$ cat config.mk
export PLATFORM = sky130hd
export DESIGN_NAME = hbus_arbiter
export DESIGN_NICKNAME = d
export VERILOG_FILES = /design/src/rtl/hbus_pkg.sv /design/src/rtl/hbus_seq.sv /design/src/rtl/hbus_susp.sv /design/src/rtl/hbus_drive.sv /design/src/rtl/hbus_arbiter.sv
export SDC_FILE = /design/constraint.sdc
export NUM_CORES = 1
export LEC_CHECK = 0
export ABC_AREA = 1
export BUFFER_PORTS_ARGS = -buffer_cell sky130_fd_sc_hd__buf_2
export CAP_MARGIN = 20
export CORE_AREA = 2 2 39 41
export CTS_CLUSTER_DIAMETER = 50
export DETAILED_ROUTE_END_ITERATION = 16
export DIE_AREA = 0 0 41 43
export MAX_ROUTING_LAYER = met4
export SLEW_MARGIN = 20
export SYNTH_ARGS = -nofsm -noshare
export SYNTH_HDL_FRONTEND = slang
export SYNTH_SLANG_ARGS = --single-unit
export TNS_END_PERCENT = 5
$ cat constraint.sdc
create_clock -name clk -period 0.93 [get_ports clk]
set_clock_uncertainty 0.15 [all_clocks]
set_input_delay 0.0465 -clock clk [delete_from_list [all_inputs] [get_ports clk]]
set_output_delay 0.0465 -clock clk [all_outputs]
set_load 0.01 [all_outputs]
$ cat src/rtl/hbus_pkg.sv
package hbus_pkg;

  typedef enum logic [1:0] {
    OWN_CORE = 2'd0,
    HAND_OFF = 2'd1,
    HOST_HAS = 2'd2
  } own_t;

  function automatic own_t fn_next(own_t cur, logic hreq_n, logic xact);
    own_t nx;
    nx = cur;
    case (cur)
      OWN_CORE: if (!hreq_n && !xact) nx = HAND_OFF;
      HAND_OFF: nx = hreq_n ? OWN_CORE : HOST_HAS;
      HOST_HAS: if (hreq_n) nx = OWN_CORE;
      default:  nx = OWN_CORE;
    endcase
    return nx;
  endfunction

  function automatic logic fn_bus_on(own_t cur, logic susp_seen);
    return (cur == OWN_CORE) && !susp_seen;
  endfunction

  function automatic logic fn_stall(logic xreq, logic susp_n, logic susp_seen, own_t cur);
    return xreq && (!susp_n || susp_seen || (cur != OWN_CORE));
  endfunction

endpackage

$ cat src/rtl/hbus_seq.sv
module hbus_seq
  import hbus_pkg::*;
(
  input  logic clk,
  input  logic rst_n,
  input  logic host_req_n,
  input  logic core_xfer_active,
  output own_t state
);
  always_ff @(posedge clk or negedge rst_n) begin
    if (!rst_n) state <= OWN_CORE;
    else        state <= fn_next(state, host_req_n, core_xfer_active);
  end
endmodule

$ cat src/rtl/hbus_susp.sv
module hbus_susp (
  input  logic clk,
  input  logic rst_n,
  input  logic suspend_n,
  output logic susp_seen
);
  always_ff @(posedge clk or negedge rst_n) begin
    if (!rst_n) susp_seen <= 1'b0;
    else        susp_seen <= !suspend_n;
  end
endmodule

$ cat src/rtl/hbus_drive.sv
module hbus_drive
  import hbus_pkg::*;
#(
  parameter int N_LINES = 4
) (
  input  own_t               state,
  input  logic               susp_seen,
  output logic [N_LINES-1:0] line_oe,
  output logic               grant_n,
  output logic               grant_oe
);
  logic bus_on;
  assign bus_on = fn_bus_on(state, susp_seen);

  for (genvar i = 0; i < N_LINES; i++) begin : g_line
    assign line_oe[i] = bus_on;
  end

  assign grant_oe = (state != HAND_OFF);
  assign grant_n  = (state != HOST_HAS);
endmodule

$ cat src/rtl/hbus_arbiter.sv
module hbus_arbiter
  import hbus_pkg::*;
#(
  parameter int N_REQ = 2
) (
  input  logic             clk,
  input  logic             rst_n,
  input  logic             host_req_n,
  input  logic             suspend_n,
  input  logic             core_xfer_req,
  input  logic             core_xfer_active,
  input  logic [N_REQ-1:0] core_bus_req,
  output logic             core_req_ack,
  output logic             grant_n,
  output logic             grant_oe,
  output logic             addr_oe,
  output logic             data_oe,
  output logic             sel_oe,
  output logic             strobe_oe,
  output logic             core_stall
);
  localparam int N_LINES = 4;

  own_t               state;
  logic               susp_seen;
  logic [N_LINES-1:0] line_oe;

  // named events for the checker
  logic ev_float;
  logic ev_grant;
  logic ev_own;

  hbus_seq u_seq (
    .clk              (clk),
    .rst_n            (rst_n),
    .host_req_n       (host_req_n),
    .core_xfer_active (core_xfer_active),
    .state            (state)
  );

  hbus_susp u_susp (
    .clk       (clk),
    .rst_n     (rst_n),
    .suspend_n (suspend_n),
    .susp_seen (susp_seen)
  );

  hbus_drive #(.N_LINES(N_LINES)) u_drive (
    .state     (state),
    .susp_seen (susp_seen),
    .line_oe   (line_oe),
    .grant_n   (grant_n),
    .grant_oe  (grant_oe)
  );

  assign addr_oe   = line_oe[0];
  assign data_oe   = line_oe[1];
  assign sel_oe    = line_oe[2];
  assign strobe_oe = line_oe[3];

  assign ev_float = (state == HAND_OFF);
  assign ev_grant = (state == HOST_HAS);
  assign ev_own   = (state == OWN_CORE);

  assign core_stall   = fn_stall(core_xfer_req, suspend_n, susp_seen, state);
  assign core_req_ack = ev_own && host_req_n && (|core_bus_req);
endmodule

* After elaboration in Yosys (flattened, before gate mapping)
Cells that the tools add are included.
** Storage, ports and cells
- Register bits after elaboration :: 3
- Word-level logic and storage cells :: 27
** Cells by class
- Eq/ne operators :: 6
- Muxes and demuxes :: 4
- Reduce and logical (&&, ||, !) cells :: 15
** Operators by type and width (count)
- $mux 2 :: 3
- $pmux 2 s3 :: 1
- $logic_and 1x1->1 :: 5
- $logic_not 1->1 :: 4
- $ne 2x1->1 const B :: 2
- $ne 2x2->1 const B :: 2
- $eq 2x1->1 const B :: 1
- $eq 2x2->1 const B :: 1
- $logic_not 2->1 :: 1
- $logic_or 1x1->1 :: 2
- $reduce_and 2->1 :: 1
- $reduce_bool 2->1 :: 1
- $reduce_or 2->1 :: 1

* Longest topological paths before layout
- Depth after elaboration :: 4
- Depth in mapped cells :: 4
- Depth with buffers taken out :: 3

* Modules after synthesis
From an unflattened synthesis, not the netlist that was laid out.
** Unflattened totals
- Cells, all modules :: 33
- Area, all modules :: 211.5 µm²
** By module, submodules not included
- hbus_seq :: times used 1, cells an instance 13, area an instance 91.3 µm²
- hbus_drive :: times used 1, cells an instance 10, area an instance 57.6 µm²
- hbus_arbiter :: times used 1, cells an instance 8, area an instance 33.8 µm²
- hbus_susp :: times used 1, cells an instance 2, area an instance 28.8 µm²

* Least setup slack after synthesis
Ideal clock, no wire load.
- Path kind :: register to output
- Start :: reg u_seq.state[0]
- End :: out data_oe
- Arrival :: 0.963 ns
- Data required time :: 0.733 ns
- Path slack :: -0.229 ns
- Stages on the path, launching flop included :: 5
- Buffers on the path :: 1
- Path through :: dfrtp_1 inv_2 nand2_2 nor2_1 buf_4
** On the way
- Cells in the longest elaborated chain, start to end :: 2
** RTL lines
- start, declared :: RTL line hbus_seq.sv:8 : output own_t state
- start signal, assigned :: RTL line hbus_seq.sv:12 : else state <= fn_next(state, host_req_n, core_xfer_active);
- $logic_not 2->1 :: RTL line hbus_pkg.sv:22 : return (cur == OWN_CORE) && !susp_seen;
- $logic_and 1x1->1 :: RTL line hbus_pkg.sv:22
- end, declared :: RTL line hbus_arbiter.sv:17 : output logic data_oe,
Every way passes these cells.

* Final worst setup path
- Start :: reg u_seq.state[0]
- End :: out sel_oe
** On the way
- Cells in the longest elaborated chain, start to end :: 2
** RTL lines
- $logic_not 2->1 :: RTL line hbus_pkg.sv:22
- $logic_and 1x1->1 :: RTL line hbus_pkg.sv:22
- end, declared :: RTL line hbus_arbiter.sv:18 : output logic sel_oe,
Every way passes these cells.

==> flow_metrics.py <==
metrics = {
    "worst_setup_path": {
        "cp-start-kind": "flip-flop",
        "critical_path.max_fanout": 4,
        "worstPathCellList": "inv_2, nand2_4, nor2_4, buf_2",
        "cp_data_required_time_ns": 0.73,
        "critPathArrivalTime_ns": 1.01,
        "critPathCaptureType": "output pin",
        "r2r_setup_slack_ns": -0.04,
        "max_stage_delay_ns": 0.39,
        "timing.setup.critical_path_class": "flip-flop to output pin",
        "worst_path_max_delay_cell": "dfrtp_1",
    },
    "power_and_ir_drop": {
        "power.net_switching_mw": 0.150,
        "power_leakage_nw": 0.199,
        "pwr-share-seq": 0.277,
        "p_int_mw": 0.384,
        "irDropWorstVdd_mv": 0.458,
        "comb_power_share": 0.293,
        "p_clk_frac": 0.431,
        "switching_share": 0.281,
        "cellPowerDensity_nw_per_um2": 1400,
    },
    "grt": {
        "grt_start_max_net_pins": 5,
        "gr-usage-all-layers": 0.0847,
        "via_count_of_the_first_global_routing_pass": 232,
        "number_of_antenna_violations_at_the_first_check_in_global_routing": 0,
        "grt_first_pass_wirelength_um": 890,
        "remaining_overflow_grt": 0,
    },
    "clocking": {
        "max-clock-path-buffers": 2,
        "cts.sink_count": 3,
        "post_cts.repair.setup_buffers": 0,
        "tritoncts_clock_tree": "done",
        "clk_transition_reported_paths_ns": 0.04,
        "root_driver": "clkbuf_4",
        "clock_network_latency_to_the_later_pin_of_the_worst_skew_pair_ns": 0.23,
        "numCtsBuffers": 3,
        "h_tree_lvls": 1,
    },
    "timing": {
        "tightest_slew_ns": 0.135,
        "setup-violations-final": 9,
        "period_share": 1.30,
        "relSlewSlack": 0.909,
        "time_the_worst_path_needs_with_i_o_delays_and_setup_ns": 1.21,
        "unrepaired_setup_endpoints_after_global_routing": "yes",
        "maxClockFrequency_mhz": 826,
        "layout_setup_ws_ns": -0.281,
        "number_of_pins_with_negative_max_slew_slack_in_the_final_report": 0,
        "setup_tns_final_ns": -2.13,
        "final_hold_viols": 0,
    },
    "detailed_routing": {
        "final_antenna_net_count": 0,
        "top_routing_layer_in_use": "met4",
        "wl_met3_um": 44,
        "drtPass1Iterations": 1,
        "drt-met1-wl_um": 168,
        "initialDrtViolationCount": 0,
        "detail_route.vias_per_cell": 3.66,
        "dr_total_vias": 223,
        "routed_wire_length_per_instance_um": 7.69,
        "post-route-drc-count": 0,
        "wl_met2_um": 240,
        "final_routed_wirelength_um": 469,
    },
    "job": {
        "drv.max_cap_violation_count": 0,
    },
    "yosys": {
        "synth_area_per_cell_um2": 8.34,
        "ys_seq_area_frac": 0.429,
        "netlist_instances": 21,
        "synth.distinct_cells": 10,
        "synthesis.nets": 29,
        "synth_area_leaders": "dfrtp_1, buf_4, nand2_2",
        "number_of_flip_flops_and_latches_in_the_synthesized_netlist": 3,
        "ys_warn_count": 0,
        "mappedNetlistArea_um2": 175,
        "synth.top_cell.area_share": 0.429,
        "synth_largest_area_cell": "dfrtp_1",
    },
    "floorplanning": {
        "placementRows": 14,
        "design.die.area_um2": 1760,
        "placeable_core_region_um2": 1380,
        "dieHeight_um": 43,
        "boundaryPins": 16,
        "floorplan.initialDensity": 0.127,
        "die_width_um": 41,
    },
    "worst_hold_path": {
        "holdCritPathClass": "input port to async pin",
    },
    "outcome": {
        "violations_in_the_final_reports": "negative setup slack",
        "result_of_the_run": "finished with violations",
    },
    "finish": {
        "fin_util": 0.276,
        "sequential_cell_area_um2": 75.1,
        "finish.cell_count_without_fillers": 61,
        "num-fill-cells": 160,
        "finish.instance_area_um2": 382,
        "multiInputGateArea_um2": 87.6,
        "num_antenna_cells": 0,
        "ratio_of_cells_with_drive_above_1_in_the_final_layout": 0.689,
        "finalNetCount": 54,
        "area_delta_synth_final_pct": 118,
    },
    "placed_design": {
        "gp_routability_congestion": 0.664,
        "placed_cells_incl_taps": 53,
        "placement.cell_area_um2": 285,
        "placement.io_buffers": 15,
    },
}
-- through the flow --
step	hold slack (ns)	setup slack [ns]	power, mW
floorplan	-0.399	-0.0731	0.223
global placement	-0.306	-0.0604	0.274
detailed placement	-0.302	-0.0622	0.275
CTS	-0.0192	-0.306	0.541
global route	0.0134	-0.390	0.585
finish	0.00559	-0.281	0.534
-- path summary, 6_finish.rpt --
check	start	end	cells past startpoint
hold reg to reg	u_seq.state[1]$_DFFE_PN0P_	u_seq.state[0]$_DFFE_PN0P_	3
setup reg to reg	u_seq.state[1]$_DFFE_PN0P_	u_seq.state[1]$_DFFE_PN0P_	4
max in group asynchronous	rst_n	u_seq.state[0]$_DFFE_PN0P_	2
setup / recovery	u_seq.state[0]$_DFFE_PN0P_	sel_oe	4
min in group clk	core_xfer_req	core_stall	4
hold / removal	rst_n	u_susp.susp_seen$_DFF_PN0_	2
-- cell type report --
type | count | area share
tap | 16 | 0.0525
multi-input combinational | 11 | 0.230
sequential | 3 | 0.197
inverter | 4 | 0.0393
clock buffer | 4 | 0.0689
timing repair buffer | 23 | 0.413
-- layout by cell type (no fill, tap or decap) --
master | synthesis | layout
nor2_1 | 4 | 2
inv_1 | 2 | 2
nand2_4 | 0 | 3
dlygate4sd3_1 | 0 | 4
buf_4 | 3 | 4
a21oi_1 | 1 | 1
a21oi_2 | 1 | 1
clkbuf_4 | 0 | 3
nor2_4 | 0 | 1
buf_2 | 0 | 13
buf_6 | 0 | 2
inv_2 | 2 | 2
o21ai_0 | 1 | 1
dfrtp_1 | 3 | 3
clkbuf_1 | 0 | 1
nor2_2 | 0 | 1
nor3_2 | 1 | 1
-- worst max-delay path: cells and delay by family, from the launching register on --
kind | cells | cell delay (ns)
DFF | 1 | 0.39
buffers and inverters | 2 | 0.23
and+or+nand+nor | 2 | 0.17
-- synthesized netlist by cell type --
cell type / number
nor2_1: 4
buf_4: 3
dfrtp_1: 3
nand2_2: 3
inv_1: 2
inv_2: 2
a21oi_1: 1
a21oi_2: 1
nor3_2: 1
o21ai_0: 1
-- power groups by stage --
| stage | Combinational [mW] | Clock, mW | Sequential [mW] |
|---|---|---|---|
| 5_1_grt | 0.174 | 0.263 | 0.149 |
| 3_3_place_gp | 0.125 | 0 | 0.149 |
| 4_1_cts | 0.150 | 0.243 | 0.147 |
| 3_5_place_dp | 0.126 | 0 | 0.149 |
| 6_report | 0.156 | 0.230 | 0.148 |
| 2_1_floorplan | 0.0742 | 0 | 0.149 |
-- state kept, by name, indices dropped and copies added, names as in the netlist --
signal	cells
u_seq.state	2
u_susp.susp_seen	1
-- timing repair --
action / in CTS / in global routing
setup endpoints to repair: 9 / 10
pin swaps: 0 / 2
hold buffers: 4 / 0
resized for setup: 3 / 3
gates cloned: 0 / 0
endpoints found under the hold margin: 6 / 0
-- cells by family (layout without fill, tap and decap cells) --
group / count (synthesis) / after routing / share of synthesized area
simple gates: 8 / 8 / 0.250
buf+inv: 7 / 31 / 0.214
flops: 3 / 3 / 0.429
compound gates: 3 / 3 / 0.107
-- metal layers --
metal,GRT usage,vias up
li1,-,108
met1,0.0782,101
met2,0.116,12
met3,0.0471,2
met4,0.0800,0
met5,-,-
Power figures use the tool's default switching activity.
